**config.mk**
```make
export PLATFORM = sky130hd
export DESIGN_NAME = resid4_recon
export DESIGN_NICKNAME = d
export VERILOG_FILES = /design/src/rtl/recon_pkg.sv /design/src/rtl/recon_bfly.sv /design/src/rtl/recon_sat_add.sv /design/src/rtl/recon_mode_sel.sv /design/src/rtl/resid4_recon.sv
export SDC_FILE = /design/constraint.sdc
export NUM_CORES = 2
export LEC_CHECK = 0
export ABC_AREA = 1
export BUFFER_PORTS_ARGS = -buffer_cell sky130_fd_sc_hd__buf_4
export CORE_AREA = 2 2 331 333
export CTS_BUF_LIST = sky130_fd_sc_hd__clkbuf_2 sky130_fd_sc_hd__clkbuf_4 sky130_fd_sc_hd__clkbuf_8
export DETAILED_ROUTE_END_ITERATION = 12
export DIE_AREA = 0 0 333 335
export PLACE_DENSITY_LB_ADDON = 0.2
export SLEW_MARGIN = 20
export SYNTH_ARGS = -nofsm -noshare
export SYNTH_HDL_FRONTEND = slang
export SYNTH_SLANG_ARGS = --single-unit
export TNS_END_PERCENT = 10
```
**constraint.sdc**
```tcl
create_clock -name clk -period 11 [get_ports clk]
set_input_delay 1.1 -clock clk [delete_from_list [all_inputs] [get_ports clk]]
set_output_delay 1.1 -clock clk [all_outputs]
set_load 0.1 [all_outputs]
```
**src/rtl/recon_pkg.sv**
```systemverilog
package recon_pkg;

    localparam int COEF_W    = 16;
    localparam int PIX_W     = 8;
    localparam int BLK_N     = 4;
    localparam int NNZ_W     = 5;
    localparam int RND_SHIFT = 6;
    localparam int RND_ADD   = 1 << (RND_SHIFT - 1);
    localparam int RES_W     = COEF_W + 1;
    localparam int SUM_W     = RES_W + 2;
    localparam int ROW_W     = $clog2(BLK_N);
    localparam int PIX_MAX   = (1 << PIX_W) - 1;
    localparam int COEF_BITS = BLK_N * BLK_N * COEF_W;
    localparam int PRED_BITS = BLK_N * BLK_N * PIX_W;

    typedef logic signed [COEF_W-1:0] coef_t;
    typedef logic signed [RES_W-1:0]  res_t;
    typedef logic signed [SUM_W-1:0]  sum_t;
    typedef logic [PIX_W-1:0]         pix_t;

    typedef enum logic [1:0] {
        RM_SKIP = 2'd0,
        RM_DC   = 2'd1,
        RM_FULL = 2'd2
    } recon_mode_e;

    typedef enum logic {
        ST_IDLE = 1'b0,
        ST_SEND = 1'b1
    } recon_state_e;

    typedef struct packed {
        logic [COEF_BITS-1:0] coef;
        logic [PRED_BITS-1:0] pred;
        recon_mode_e          mode;
    } recon_job_t;

    // flat DC residual: rounded and scaled without 16-bit wrap
    function automatic res_t dc_term(input coef_t dc);
        res_t s;
        s = res_t'(dc) + res_t'(RND_ADD);
        return s >>> RND_SHIFT;
    endfunction

    // choose the residual that feeds one pixel adder
    function automatic res_t pick_res(input recon_mode_e m, input coef_t full, input res_t dcv);
        res_t r;
        case (m)
            RM_FULL: r = res_t'(full >>> RND_SHIFT);
            RM_DC:   r = dcv;
            default: r = '0;
        endcase
        return r;
    endfunction

    function automatic pix_t sat_pix(input sum_t v);
        pix_t p;
        if (v < 0)
            p = '0;
        else if (v > sum_t'(PIX_MAX))
            p = pix_t'(PIX_MAX);
        else
            p = v[PIX_W-1:0];
        return p;
    endfunction

endpackage

```
**src/rtl/recon_bfly.sv**
```systemverilog
module recon_bfly
    import recon_pkg::*;
(
    input  coef_t x_i [BLK_N],
    output coef_t y_o [BLK_N]
);
    coef_t ev0, ev1, od0, od1;

    always_comb begin
        ev0 = x_i[0] + x_i[2];
        ev1 = x_i[0] - x_i[2];
        od0 = (x_i[1] >>> 1) - x_i[3];
        od1 = x_i[1] + (x_i[3] >>> 1);
        y_o[0] = ev0 + od1;
        y_o[1] = ev1 + od0;
        y_o[2] = ev1 - od0;
        y_o[3] = ev0 - od1;
    end
endmodule

```
**src/rtl/recon_sat_add.sv**
```systemverilog
module recon_sat_add
    import recon_pkg::*;
(
    input  res_t res_i,
    input  pix_t pred_i,
    output pix_t pix_o
);
    sum_t sum;

    always_comb begin
        sum   = {{(SUM_W-RES_W){res_i[RES_W-1]}}, res_i} + {{(SUM_W-PIX_W){1'b0}}, pred_i};
        pix_o = sat_pix(sum);
    end
endmodule

```
**src/rtl/recon_mode_sel.sv**
```systemverilog
module recon_mode_sel
    import recon_pkg::*;
(
    input  logic [NNZ_W-1:0] nnz_i,
    input  logic             intra_i,
    input  coef_t            dc_i,
    output recon_mode_e      mode_o
);
    logic dc_nz;

    always_comb begin
        dc_nz = (dc_i != '0);
        if (nnz_i == '0)
            mode_o = (intra_i && dc_nz) ? RM_DC : RM_SKIP;
        else if (!intra_i && nnz_i == NNZ_W'(1) && dc_nz)
            mode_o = RM_DC;
        else
            mode_o = RM_FULL;
    end
endmodule

```
**src/rtl/resid4_recon.sv**
```systemverilog
module resid4_recon
    import recon_pkg::*;
(
    input  logic                 clk,
    input  logic                 rst,
    input  logic                 in_valid,
    output logic                 in_ready,
    input  logic [COEF_BITS-1:0] in_coef,
    input  logic [PRED_BITS-1:0] in_pred,
    input  logic [NNZ_W-1:0]     in_nnz,
    input  logic                 in_intra,
    output logic                 out_valid,
    input  logic                 out_ready,
    output logic [BLK_N*PIX_W-1:0] out_pix,
    output logic [ROW_W-1:0]     out_row,
    output logic                 out_last
);
    recon_mode_e  mode_d;
    recon_job_t   job_q;
    recon_state_e state_q;
    logic [ROW_W-1:0] row_q;

    recon_mode_sel u_sel (
        .nnz_i   (in_nnz),
        .intra_i (in_intra),
        .dc_i    (coef_t'(in_coef[COEF_W-1:0])),
        .mode_o  (mode_d)
    );

    always_ff @(posedge clk) begin
        if (rst) begin
            state_q <= ST_IDLE;
            row_q   <= '0;
            job_q   <= '0;
        end else begin
            case (state_q)
                ST_IDLE: begin
                    if (in_valid) begin
                        job_q   <= '{coef: in_coef, pred: in_pred, mode: mode_d};
                        row_q   <= '0;
                        state_q <= ST_SEND;
                    end
                end
                default: begin
                    if (out_ready) begin
                        if (row_q == ROW_W'(BLK_N-1))
                            state_q <= ST_IDLE;
                        else
                            row_q <= row_q + 1'b1;
                    end
                end
            endcase
        end
    end

    assign in_ready  = (state_q == ST_IDLE);
    assign out_valid = (state_q == ST_SEND);
    assign out_row   = row_q;
    assign out_last  = out_valid && (row_q == ROW_W'(BLK_N-1));

    // coefficient matrix with rounding injected through the DC term
    coef_t cm    [BLK_N][BLK_N];
    coef_t rowp  [BLK_N][BLK_N];
    coef_t colin [BLK_N][BLK_N];
    coef_t colp  [BLK_N][BLK_N];
    res_t  res   [BLK_N][BLK_N];
    pix_t  pixm  [BLK_N][BLK_N];
    res_t  dc_res;

    assign dc_res = dc_term(coef_t'(job_q.coef[COEF_W-1:0]));

    for (genvar r = 0; r < BLK_N; r++) begin : g_r
        for (genvar c = 0; c < BLK_N; c++) begin : g_c
            if (r == 0 && c == 0) begin : g_dc
                assign cm[r][c] = coef_t'(job_q.coef[COEF_W-1:0]) + coef_t'(RND_ADD);
            end else begin : g_ac
                assign cm[r][c] = coef_t'(job_q.coef[(r*BLK_N+c)*COEF_W +: COEF_W]);
            end
            assign colin[c][r] = rowp[r][c];
            assign res[r][c]   = pick_res(job_q.mode, colp[c][r], dc_res);

            recon_sat_add u_add (
                .res_i  (res[r][c]),
                .pred_i (job_q.pred[(r*BLK_N+c)*PIX_W +: PIX_W]),
                .pix_o  (pixm[r][c])
            );
        end

        recon_bfly u_rowpass (
            .x_i (cm[r]),
            .y_o (rowp[r])
        );

        recon_bfly u_colpass (
            .x_i (colin[r]),
            .y_o (colp[r])
        );
    end

    for (genvar c = 0; c < BLK_N; c++) begin : g_out
        assign out_pix[c*PIX_W +: PIX_W] = pixm[row_q][c];
    end
endmodule

```
==> results.json <==
{
  "viasPerCell": 5.64,
  "path_class": "reg2out",
  "rsz0062_at_grt": "yes",
  "io_buf_count": 430,
  "synth_top_cell_area_share_pct": 20.9,
  "portion_of_the_post_synthesis_area_used_by_sequential_elements_pct": 12.3,
  "synthXorXnorAreaFrac_pct": 10.3,
  "synth_cell_types": 78,
  "drc_errors": 0,
  "final.setup_skew_ns": 0.0407,
  "global_route.usage.total_pct": 36.9,
  "cts-htree-levels": 3,
  "io_pins": 431,
  "drt-pass1-iter-count": 6,
  "clock.fmax_mhz": 94.9,
  "finalWorstPathRequiredPeriod_ns": 10.54,
  "dieArea_um2": 112000,
  "final_nets": 11544,
  "clock_tree.root_cell": "clkbuf_8",
  "yosys.area.top_type": "ha_1",
  "cts_inserted_buffers": 70,
  "synth_nets": 11274,
  "die-width_um": 333,
  "detailroute.wirelength.met3_mm": 15.8,
  "final-max-slew-violation-count": 0,
  "cts.sinks": 389,
  "post_route_cells_drive_above_1_share_pct": 8.89,
  "synthMuxAreaShare_pct": 0,
  "drt_iter0_drc": 5576,
  "synth_top_cells_by_area": "ha_1 (21%), dfxtp_1 (12%), inv_1 (9.8%), nand2_1 (9.0%), a21oi_1 (8.7%)",
  "worst_slew_margin_rel_pct": 34.3,
  "placed_cell_area_um2": 67300,
  "number_of_synthesized_flops_with_an_enable_pin": 0,
  "ant_nets": 0,
  "synth.cell_area_um2": 63200,
  "wl_met1_mm": 98.2,
  "critical_path.slowest_cell": "fa_1",
  "final_cell_area_um2": 69500,
  "timing_hold_violations_final": 0,
  "synth-compound-area-share_pct": 21.1,
  "arrival_ns": 9.44,
  "hold_path_startpoint": "cm[147]",
  "pre_cts_slack_ns": 1.02,
  "insertion_delay_ns": 0.76,
  "critical-path-top-cell-by-count": "a21oi_1",
  "numPlacedInstances": 11368,
  "hold_depth": 2,
  "totalWireLength_mm": 215,
  "regToRegStartpoint": "out_valid",
  "layout-area-overhead-vs-synth_pct": 10.0,
  "first_pass_grt_wire_length_mm": 329,
  "initial_utilization_pct": 58.4,
  "row_count": 121,
  "timing_worst_slew_pin_value_ns": 0.983,
  "drv_cap": 0,
  "maximum_number_of_pins_on_one_net_before_global_route_repair": 175,
  "max-clock-path-buffers": 3,
  "crit_path_max_fanout": 8,
  "timing.critical_path.to_type": "output pin",
  "routed-via-count": 64868,
  "final_replace_weighted_congestion": 1.02,
  "maxUsedRoutingLayer": "met4",
  "r2r_setup_slack_ns": 7.99,
  "synthSimpleGateAreaFrac_pct": 21.6,
  "number_of_global_route_vias_before_repair": 60371,
  "clk_pin_slew_ns": 0.06,
  "gr_overflow_total": 0,
  "synth_area_per_cell_um2": 6.47,
  "final_min_period_over_clock_period_pct": 95.8,
  "hold_class": "reg2reg",
  "total_of_warnings_raised_by_yosys": 0,
  "core_region_area_um2": 108000,
  "finalSetupViolations": 0,
  "post-dp-hpwl_mm": 182,
  "run_status": "complete, no violations",
  "detail_route.wl_per_cell_um": 18.6,
  "worstSetupStartpointType": "register",
  "chipHeight_um": 335,
  "synth-async-reset-ratio_pct": 0,
  "r2r-end": "cm[147]",
  "post_synth_inst_count": 9761,
  "synthAdderAreaFrac_pct": 22.9,
  "worst-path-buf-inv": 6,
  "antenna_found_initial": 3,
  "worstHoldEndpoint": "cm[147]",
  "cp_slowest_stage_delay_ns": 0.42,
  "largest_family_of_logic_cells_by_synthesized_area": "adder cells",
  "ys_ff_latch": 389,
  "worst-r2r-cell-count": 6,
  "worstPathRequired_ns": 9.90,
  "tritoncts": "built",
  "post_layout_nonfiller_instances": 11502,
  "route.met2.wl_mm": 91.8,
  "path_delay_family": "compound AO/OA/AOI/OAI gates",
  "finalWorstSetupSlack_ns": 0.460,
  "synth_top_flop_cell": "dfxtp_1"
}
cells in the mapped netlist (all sizes together) (2+ instances only):
library cell / instances
inv: 1677
nand2: 1567
a21oi: 1122
ha: 1055
nor2: 904
o21ai: 746
xor2: 629
nand3: 474
dfxtp: 389
clkbuf: 214
o21bai: 180
xnor2: 101
nor3: 87
fa: 64
a21o: 57
a31oi: 53
o31ai: 51
nand3b: 49
nand4: 49
buf: 48
a21boi: 36
or2: 34
nor4: 27
a211oi: 22
and2: 21
o211ai: 21
o221ai: 18
a221oi: 13
o21a: 12
a31o: 9
o2111ai: 9
and3: 6
o311ai: 3
o31a: 3
a41oi: 2
clkinv: 2
sequential cells by signal, indices dropped and copies added (netlist names):
register,count
cm,240
out_valid,1
out_row,2
job_q,146
per-layer routing:
layer	up-vias	track usage, %
met5	-	0
met4	0	13.2
met3	332	4.79
met2	2356	58.4
met1	29945	51.2
li1	32235	-
layout by cell type, fill, tap and decap left out, types with 64 or more instances in the layout:
| master | n |
|---|---|
| inv_1 | 1651 |
| nand2_1 | 1520 |
| a21oi_1 | 1093 |
| ha_1 | 1049 |
| nor2_1 | 888 |
| o21ai_0 | 667 |
| xor2_1 | 574 |
| nand3_1 | 452 |
| buf_4 | 452 |
| dfxtp_1 | 389 |
| o21bai_1 | 169 |
| xnor2_1 | 96 |
| clkbuf_8 | 91 |
| nor3_1 | 84 |
| fa_1 | 64 |
worst max-delay path by stage:
stage / start / end / slack (ns) / cells after the start
after floorplan: cm[112] / out_pix[9] / 1.79 / 40
after global placement: cm[144] / out_pix[6] / 1.12 / 43
after detailed placement: cm[144] / out_pix[6] / 1.02 / 43
after CTS: cm[144] / out_pix[6] / 0.17 / 43
after global routing: cm[82] / out_pix[15] / -0.04 / 49
final: cm[112] / out_pix[8] / 0.46 / 40
worst min-delay path: stages (launching register included):
cell     delay (ns)
dfxtp_1        0.31
inv_1          0.07
a21oi_1        0.06
area by class of cell:
type                       instances  area (um^2)
clock inverter                    17          214
sequential                       389         7790
multi-input combinational       7430        48500
timing repair buffer             461         3520
antenna                            3         7.51
tap                             1414         1770
clock buffer                     109         1390
inverter                        1679         6320
fill                           10260        38600
kinds of logic after synthesis:
kind of cell | count (synthesis)
compound gates | 2361
xor+xnor | 730
fa+ha+maj | 1119
buf+inv | 1942
flops | 389
simple gates | 3220
through the flow:
stage | TNS (ns) | hold WS, ns | util [%]
3_3_place_gp | 0 | 0.464 | 62.3
4_1_cts | 0 | 0.485 | 63.7
6_report | 0 | 0.483 | 64.3
3_5_place_dp | 0 | 0.475 | 62.3
5_1_grt | -0.157 | 0.501 | 64.3
2_1_floorplan | 0 | 0.451 | -
timing repair:
item,4_1_cts,5_1_grt
hold buffers,0,0
setup endpoints to repair,0,32
setup buffers,0,5
gates resized for setup,0,127
Power is left out: the tool's default activity adds up to more than one toggle a clock period on the data nets, which glitch-free logic cannot reach.
